[src/rtl/tree_route_pkg.sv]
package tree_route_pkg;

  typedef enum logic [1:0] {
    RK_EJECT = 2'd0,
    RK_UP    = 2'd1,
    RK_DOWN  = 2'd2
  } route_kind_e;

  function automatic int unsigned w_min1(input int unsigned n);
    return (n > 1) ? $clog2(n) : 1;
  endfunction

endpackage

[src/rtl/tree_msd_find.sv]
module tree_msd_find #(
  parameter int unsigned K_LOG2 = 1,
  parameter int unsigned DEPTH  = 4,
  parameter int unsigned IDX_W  = tree_route_pkg::w_min1(DEPTH)
) (
  input  logic [K_LOG2*DEPTH-1:0] diff_i,
  output logic                    any_o,
  output logic [IDX_W-1:0]        idx_o
);

  logic [DEPTH-1:0] digit_nz;

  for (genvar j = 0; j < DEPTH; j++) begin : g_nz
    assign digit_nz[j] = |diff_i[j*K_LOG2 +: K_LOG2];
  end

  always_comb begin
    idx_o = '0;
    for (int j = 0; j < DEPTH; j++) begin
      if (digit_nz[j]) idx_o = IDX_W'(j);
    end
  end

  assign any_o = |digit_nz;

  always_comb begin
    if (!any_o) a_r4_no_digit_no_diff : assert (diff_i == '0);
  end

endmodule

[src/rtl/tree_rr_ptr.sv]
module tree_rr_ptr #(
  parameter int unsigned PARENTS = 2,
  parameter int unsigned PAR_W   = tree_route_pkg::w_min1(PARENTS)
) (
  input  logic             clk_i,
  input  logic             rst_ni,
  input  logic             adv_i,
  output logic [PAR_W-1:0] ptr_o
);

  if (PARENTS > 1) begin : g_rr
    logic [PAR_W-1:0] ptr_q;

    always_ff @(posedge clk_i or negedge rst_ni) begin
      if (!rst_ni)     ptr_q <= '0;
      else if (adv_i)  ptr_q <= (ptr_q == PAR_W'(PARENTS-1)) ? '0 : ptr_q + 1'b1;
    end

    assign ptr_o = ptr_q;

    a_r7_hold_when_idle : assert property (@(posedge clk_i) disable iff (!rst_ni)
      !adv_i |=> $stable(ptr_o));
    a_r7_in_range : assert property (@(posedge clk_i) disable iff (!rst_ni)
      ptr_o <= PAR_W'(PARENTS-1));
  end else begin : g_single
    assign ptr_o = '0;
  end

endmodule

[src/rtl/tree_route_unit.sv]
module tree_route_unit
  import tree_route_pkg::*;
#(
  parameter int unsigned K_LOG2  = 1,
  parameter int unsigned DEPTH   = 4,
  parameter int unsigned PARENTS = 1,
  localparam int unsigned ADDR_W = K_LOG2 * DEPTH,
  localparam int unsigned LVL_W  = $clog2(DEPTH + 1),
  localparam int unsigned PAR_W  = w_min1(PARENTS),
  localparam int unsigned IDX_W  = w_min1(DEPTH)
) (
  input  logic              clk_i,
  input  logic              rst_ni,
  input  logic              hdr_valid_i,
  input  logic [ADDR_W-1:0] src_addr_i,
  input  logic [ADDR_W-1:0] dst_addr_i,
  input  logic [LVL_W-1:0]  level_i,
  input  logic              down_i,
  output logic              out_valid_o,
  output logic              out_up_o,
  output logic              out_eject_o,
  output logic [K_LOG2-1:0] out_child_o,
  output logic [PAR_W-1:0]  out_parent_o,
  output logic [LVL_W-1:0]  out_level_o
);

  logic              diff_any;
  logic [IDX_W-1:0]  diff_idx;
  logic [LVL_W-1:0]  turn_lvl;
  route_kind_e       kind;
  logic [K_LOG2-1:0] child_d;
  logic [LVL_W-1:0]  level_d;
  logic [PAR_W-1:0]  rr_ptr;

  tree_msd_find #(.K_LOG2(K_LOG2), .DEPTH(DEPTH), .IDX_W(IDX_W)) u_msd (
    .diff_i (src_addr_i ^ dst_addr_i),
    .any_o  (diff_any),
    .idx_o  (diff_idx)
  );

  assign turn_lvl = diff_any ? LVL_W'(diff_idx) + LVL_W'(1) : '0;

  always_comb begin
    if (down_i)                kind = (level_i == '0) ? RK_EJECT : RK_DOWN;
    else if (!diff_any)        kind = RK_EJECT;
    else if (level_i < turn_lvl) kind = RK_UP;
    else                       kind = RK_DOWN;
  end

  // child port = destination digit one below current height
  always_comb begin
    child_d = '0;
    if (kind == RK_DOWN) begin
      for (int j = 0; j < DEPTH; j++) begin
        if (level_i == LVL_W'(j + 1)) child_d = dst_addr_i[j*K_LOG2 +: K_LOG2];
      end
    end
  end

  always_comb begin
    unique case (kind)
      RK_UP:   level_d = level_i + LVL_W'(1);
      RK_DOWN: level_d = level_i - LVL_W'(1);
      default: level_d = level_i;
    endcase
  end

  tree_rr_ptr #(.PARENTS(PARENTS), .PAR_W(PAR_W)) u_rr (
    .clk_i  (clk_i),
    .rst_ni (rst_ni),
    .adv_i  (hdr_valid_i && (kind == RK_UP)),
    .ptr_o  (rr_ptr)
  );

  always_ff @(posedge clk_i or negedge rst_ni) begin
    if (!rst_ni) begin
      out_valid_o  <= 1'b0;
      out_up_o     <= 1'b0;
      out_eject_o  <= 1'b0;
      out_child_o  <= '0;
      out_parent_o <= '0;
      out_level_o  <= '0;
    end else begin
      out_valid_o <= hdr_valid_i;
      if (hdr_valid_i) begin
        out_up_o     <= (kind == RK_UP);
        out_eject_o  <= (kind == RK_EJECT);
        out_child_o  <= child_d;
        out_parent_o <= (kind == RK_UP) ? rr_ptr : '0;
        out_level_o  <= level_d;
      end
    end
  end

  a_r2_valid_latency : assert property (@(posedge clk_i) disable iff (!rst_ni)
    out_valid_o == $past(hdr_valid_i));
  a_r3_eject_not_up : assert property (@(posedge clk_i) disable iff (!rst_ni)
    out_valid_o && out_eject_o |-> !out_up_o && out_level_o == $past(level_i));
  a_r4_up_increments : assert property (@(posedge clk_i) disable iff (!rst_ni)
    out_valid_o && out_up_o |-> out_level_o == $past(level_i) + LVL_W'(1));
  a_r6_down_decrements : assert property (@(posedge clk_i) disable iff (!rst_ni)
    out_valid_o && !out_up_o && !out_eject_o |-> out_level_o == $past(level_i) - LVL_W'(1));
  a_r8_field_zero : assert property (@(posedge clk_i) disable iff (!rst_ni)
    out_valid_o |-> (out_up_o || out_parent_o == '0) && (!(out_up_o || out_eject_o) || out_child_o == '0));

endmodule

[config.mk]
export PLATFORM = sky130hd
export DESIGN_NAME = tree_route_unit
export DESIGN_NICKNAME = d
export VERILOG_FILES = /design/src/rtl/tree_route_pkg.sv /design/src/rtl/tree_msd_find.sv /design/src/rtl/tree_rr_ptr.sv /design/src/rtl/tree_route_unit.sv
export SDC_FILE = /design/constraint.sdc
export NUM_CORES = 1
export LEC_CHECK = 0
export ABC_AREA = 1
export BUFFER_PORTS_ARGS = -buffer_cell sky130_fd_sc_hd__clkbuf_2
export CAP_MARGIN = 25
export CORE_MARGIN = 3
export CORE_UTILIZATION = 35
export CTS_BUF_LIST = sky130_fd_sc_hd__clkbuf_2 sky130_fd_sc_hd__clkbuf_4 sky130_fd_sc_hd__clkbuf_8
export CTS_CLUSTER_SIZE = 10
export DETAILED_ROUTE_END_ITERATION = 16
export PLACE_DENSITY = 0.69
export SETUP_SLACK_MARGIN = 0.4
export SKIP_LAST_GASP = 1
export SLEW_MARGIN = 20
export SYNTH_ARGS = -nofsm -noshare
export SYNTH_HDL_FRONTEND = slang
export SYNTH_SLANG_ARGS = --single-unit
[constraint.sdc]
create_clock -name clk_i -period 1 [get_ports clk_i]
set_clock_uncertainty 0.15 [all_clocks]
set_input_delay 0.15 -clock clk_i [delete_from_list [all_inputs] [get_ports clk_i]]
set_output_delay 0.15 -clock clk_i [all_outputs]
set_load 0.005 [all_outputs]
==> flow_summary.ini <==
[status]
violations = negative setup slack
status = complete, but fails checks

[cts]
numCtsBuffers = 3
path_clk_slew_ns = 0.05
htreeDepth = 1
clock_path_buffers = 2
cts_tree = yes
cts.sinks = 7
clockRootBuffer = clkbuf_4
clock_latency_ns = 0.25

[floorplanning]
start_util = 0.386
die_area_sq_um = 2560
die_w_um = 50.6
die_h_um = 50.6
rows = 15
core-area_sq_um = 1800
io_pins = 23

[logic_synthesis]
avgSynthCellArea_sq_um = 6.32
ys_types = 16
synth_nets = 136
yosys_warnings = 0
synth_area_sq_um = 696
synth-seq-cells = 7
ys_seq_area_frac = 0.252
syn_inst = 110

[global_route]
grt_max_degree = 8
grt_pass1_wl_mm = 3.16
track_usage = 0.159
overflow = 0
antenna_found_initial = 0
grt_pass1_vias = 815

[final_layout]
drive_gt1_frac = 0.519
layout_common_cells = nand2_1, buf_4, clkbuf_2
final_core_util = 0.706
diodes = 0
layout.nets = 189
final_common_cell = nand2_1
syn2layout_area_growth_pct = 82.9
fillers = 136

[pwr]
power.total_uw = 1300
ir_drop_mv = 0.634
leakage_uw = 0.000706
cellPowerDensity_nw_per_um2 = 1020

[placed_design]
hpwlAfterDp_mm = 1.45
io_buffers = 21
post-place-ws_ns = -1.15
gp_congestion = 0.838

[routing]
drcViolationCount = 0
first_iter_violations = 22
first_pass_iters = 4
wirelength_mm = 1.99
vias = 849
viasPerCell = 4.54
ant_nets = 0
wl_per_cell_um = 10.6

[setup_path]
critPathCaptureType = flop
worstPathArrival_ns = 1.81
worstSetupStartpointType = input pin
critPathMaxFanout = 3
worstSetupPathType = input pin to flop
required_ns = 0.99

[job]
cap_viol_max_count = 0

[timing]
hold_viol = 0
worst_slack_ns = -0.825
period_share = 1.83
rsz0062_at_grt = true
fmax_mhz = 548
setup_tns_ns = -4.36
slew_violations = 0
whs_ns = 0.00629
period_minus_slack_ns = 1.83
setup_viol_count_final = 13

[min_path]
hold_path.class = input pin to flop
-- worst max-delay path, stage by stage --
cell	delay, ns
buf_8	0.11
inv_4	0.05
nand2_4	0.05
nand2_4	0.08
inv_4	0.04
ha_4	0.20
a211o_1	0.31
inv_2	0.10
nand3_4	0.10
ha_4	0.19
o21ai_1	0.17
nor2_2	0.06
a21oi_2	0.11
o21ai_1	0.07
-- cell usage after synthesis --
| master | instances | area, sq um |
|---|---|---|
| a21oi_1 | 7 | 35.0 |
| ha_1 | 11 | 138 |
| nand2_1 | 43 | 161 |
| o21ai_0 | 5 | 25.0 |
| dfrtp_1 | 7 | 175 |
| a211o_1 | 1 | 8.76 |
| nand3_1 | 2 | 10.0 |
| inv_2 | 1 | 3.75 |
| nor3_1 | 1 | 5.00 |
| inv_1 | 18 | 67.6 |
| o211ai_1 | 2 | 15.0 |
| nand2_2 | 1 | 6.26 |
| conb_1 | 1 | 3.75 |
| nor2_1 | 8 | 30.0 |
| clkinv_1 | 1 | 3.75 |
| buf_4 | 1 | 7.51 |
-- power breakdown --
group          switching (uW)  total, uW  leakage, uW  internal (uW)
clock                     113        293    0.0000184            180
combinational             317        658     0.000598            341
sequential               18.9        345    0.0000891            326
total                     449       1300     0.000706            848
-- final timing paths --
check / slack (ns) / depth (start not counted) / from / end
worst max-delay path: -0.83 / 14 / dst_addr_i[3] / out_level_o[0]
worst min register to register: 0.33 / 2 / out_up_o / out_up_o
worst min-delay path: 0.006 / 2 / hdr_valid_i / out_valid_o
worst max register to register: 0.12 / 3 / out_level_o[0] / out_level_o[0]
max in group asynchronous: 0.46 / 2 / rst_ni / out_child_o
min in group asynchronous: 0.11 / 2 / rst_ni / out_eject_o
-- area by class of cell --
| type | count | area [sq um] | area share |
|---|---|---|---|
| Clock buffer | 4 | 30.0 | 0.0236 |
| Multi-Input combinational cell | 82 | 586 | 0.460 |
| Tap cell | 25 | 31.3 | 0.0246 |
| Timing Repair Buffer | 49 | 358 | 0.281 |
| Sequential cell | 7 | 175 | 0.138 |
| Inverter | 20 | 92.6 | 0.0728 |
-- cells by family after synthesis --
group,count (synthesis),share of synthesized area
compound gates,15,0.120
fa+ha+maj,11,0.198
buf+inv,21,0.119
flops,7,0.252
other cells,1,0.00539
simple gates,55,0.306
-- metal layers --
| metal | GRT usage | part of all wire | vias to the layer above |
|---|---|---|---|
| li1 | - | - | 441 |
| met1 | 0.176 | 0.43 | 391 |
| met2 | 0.302 | 0.53 | 15 |
| met3 | 0.0267 | 0.024 | 2 |
| met4 | 0.0493 | 0.0086 | 0 |
| met5 | 0 | 0 | - |
-- what timing repair did --
action	CTS	global route
resized for setup	15	22
hold endpoints to repair	8	0
buffers inserted	7	0
hold buffers	1	0
setup endpoints to repair	13	20
pin swaps	10	9
-- through the flow --
stage	instance area [sq um]	cells
after floorplan	757	110
after global placement	1040	175
after detailed placement	1040	175
after CTS	1200	187
after global routing	1270	187
final	1270	187
-- sequential cells by signal, summed over array words and instances, names as in the netlist --
name / cells
out_child_o: 1
out_eject_o: 1
out_valid_o: 1
out_up_o: 1
out_level_o: 3
Power figures use the tool's default switching activity.
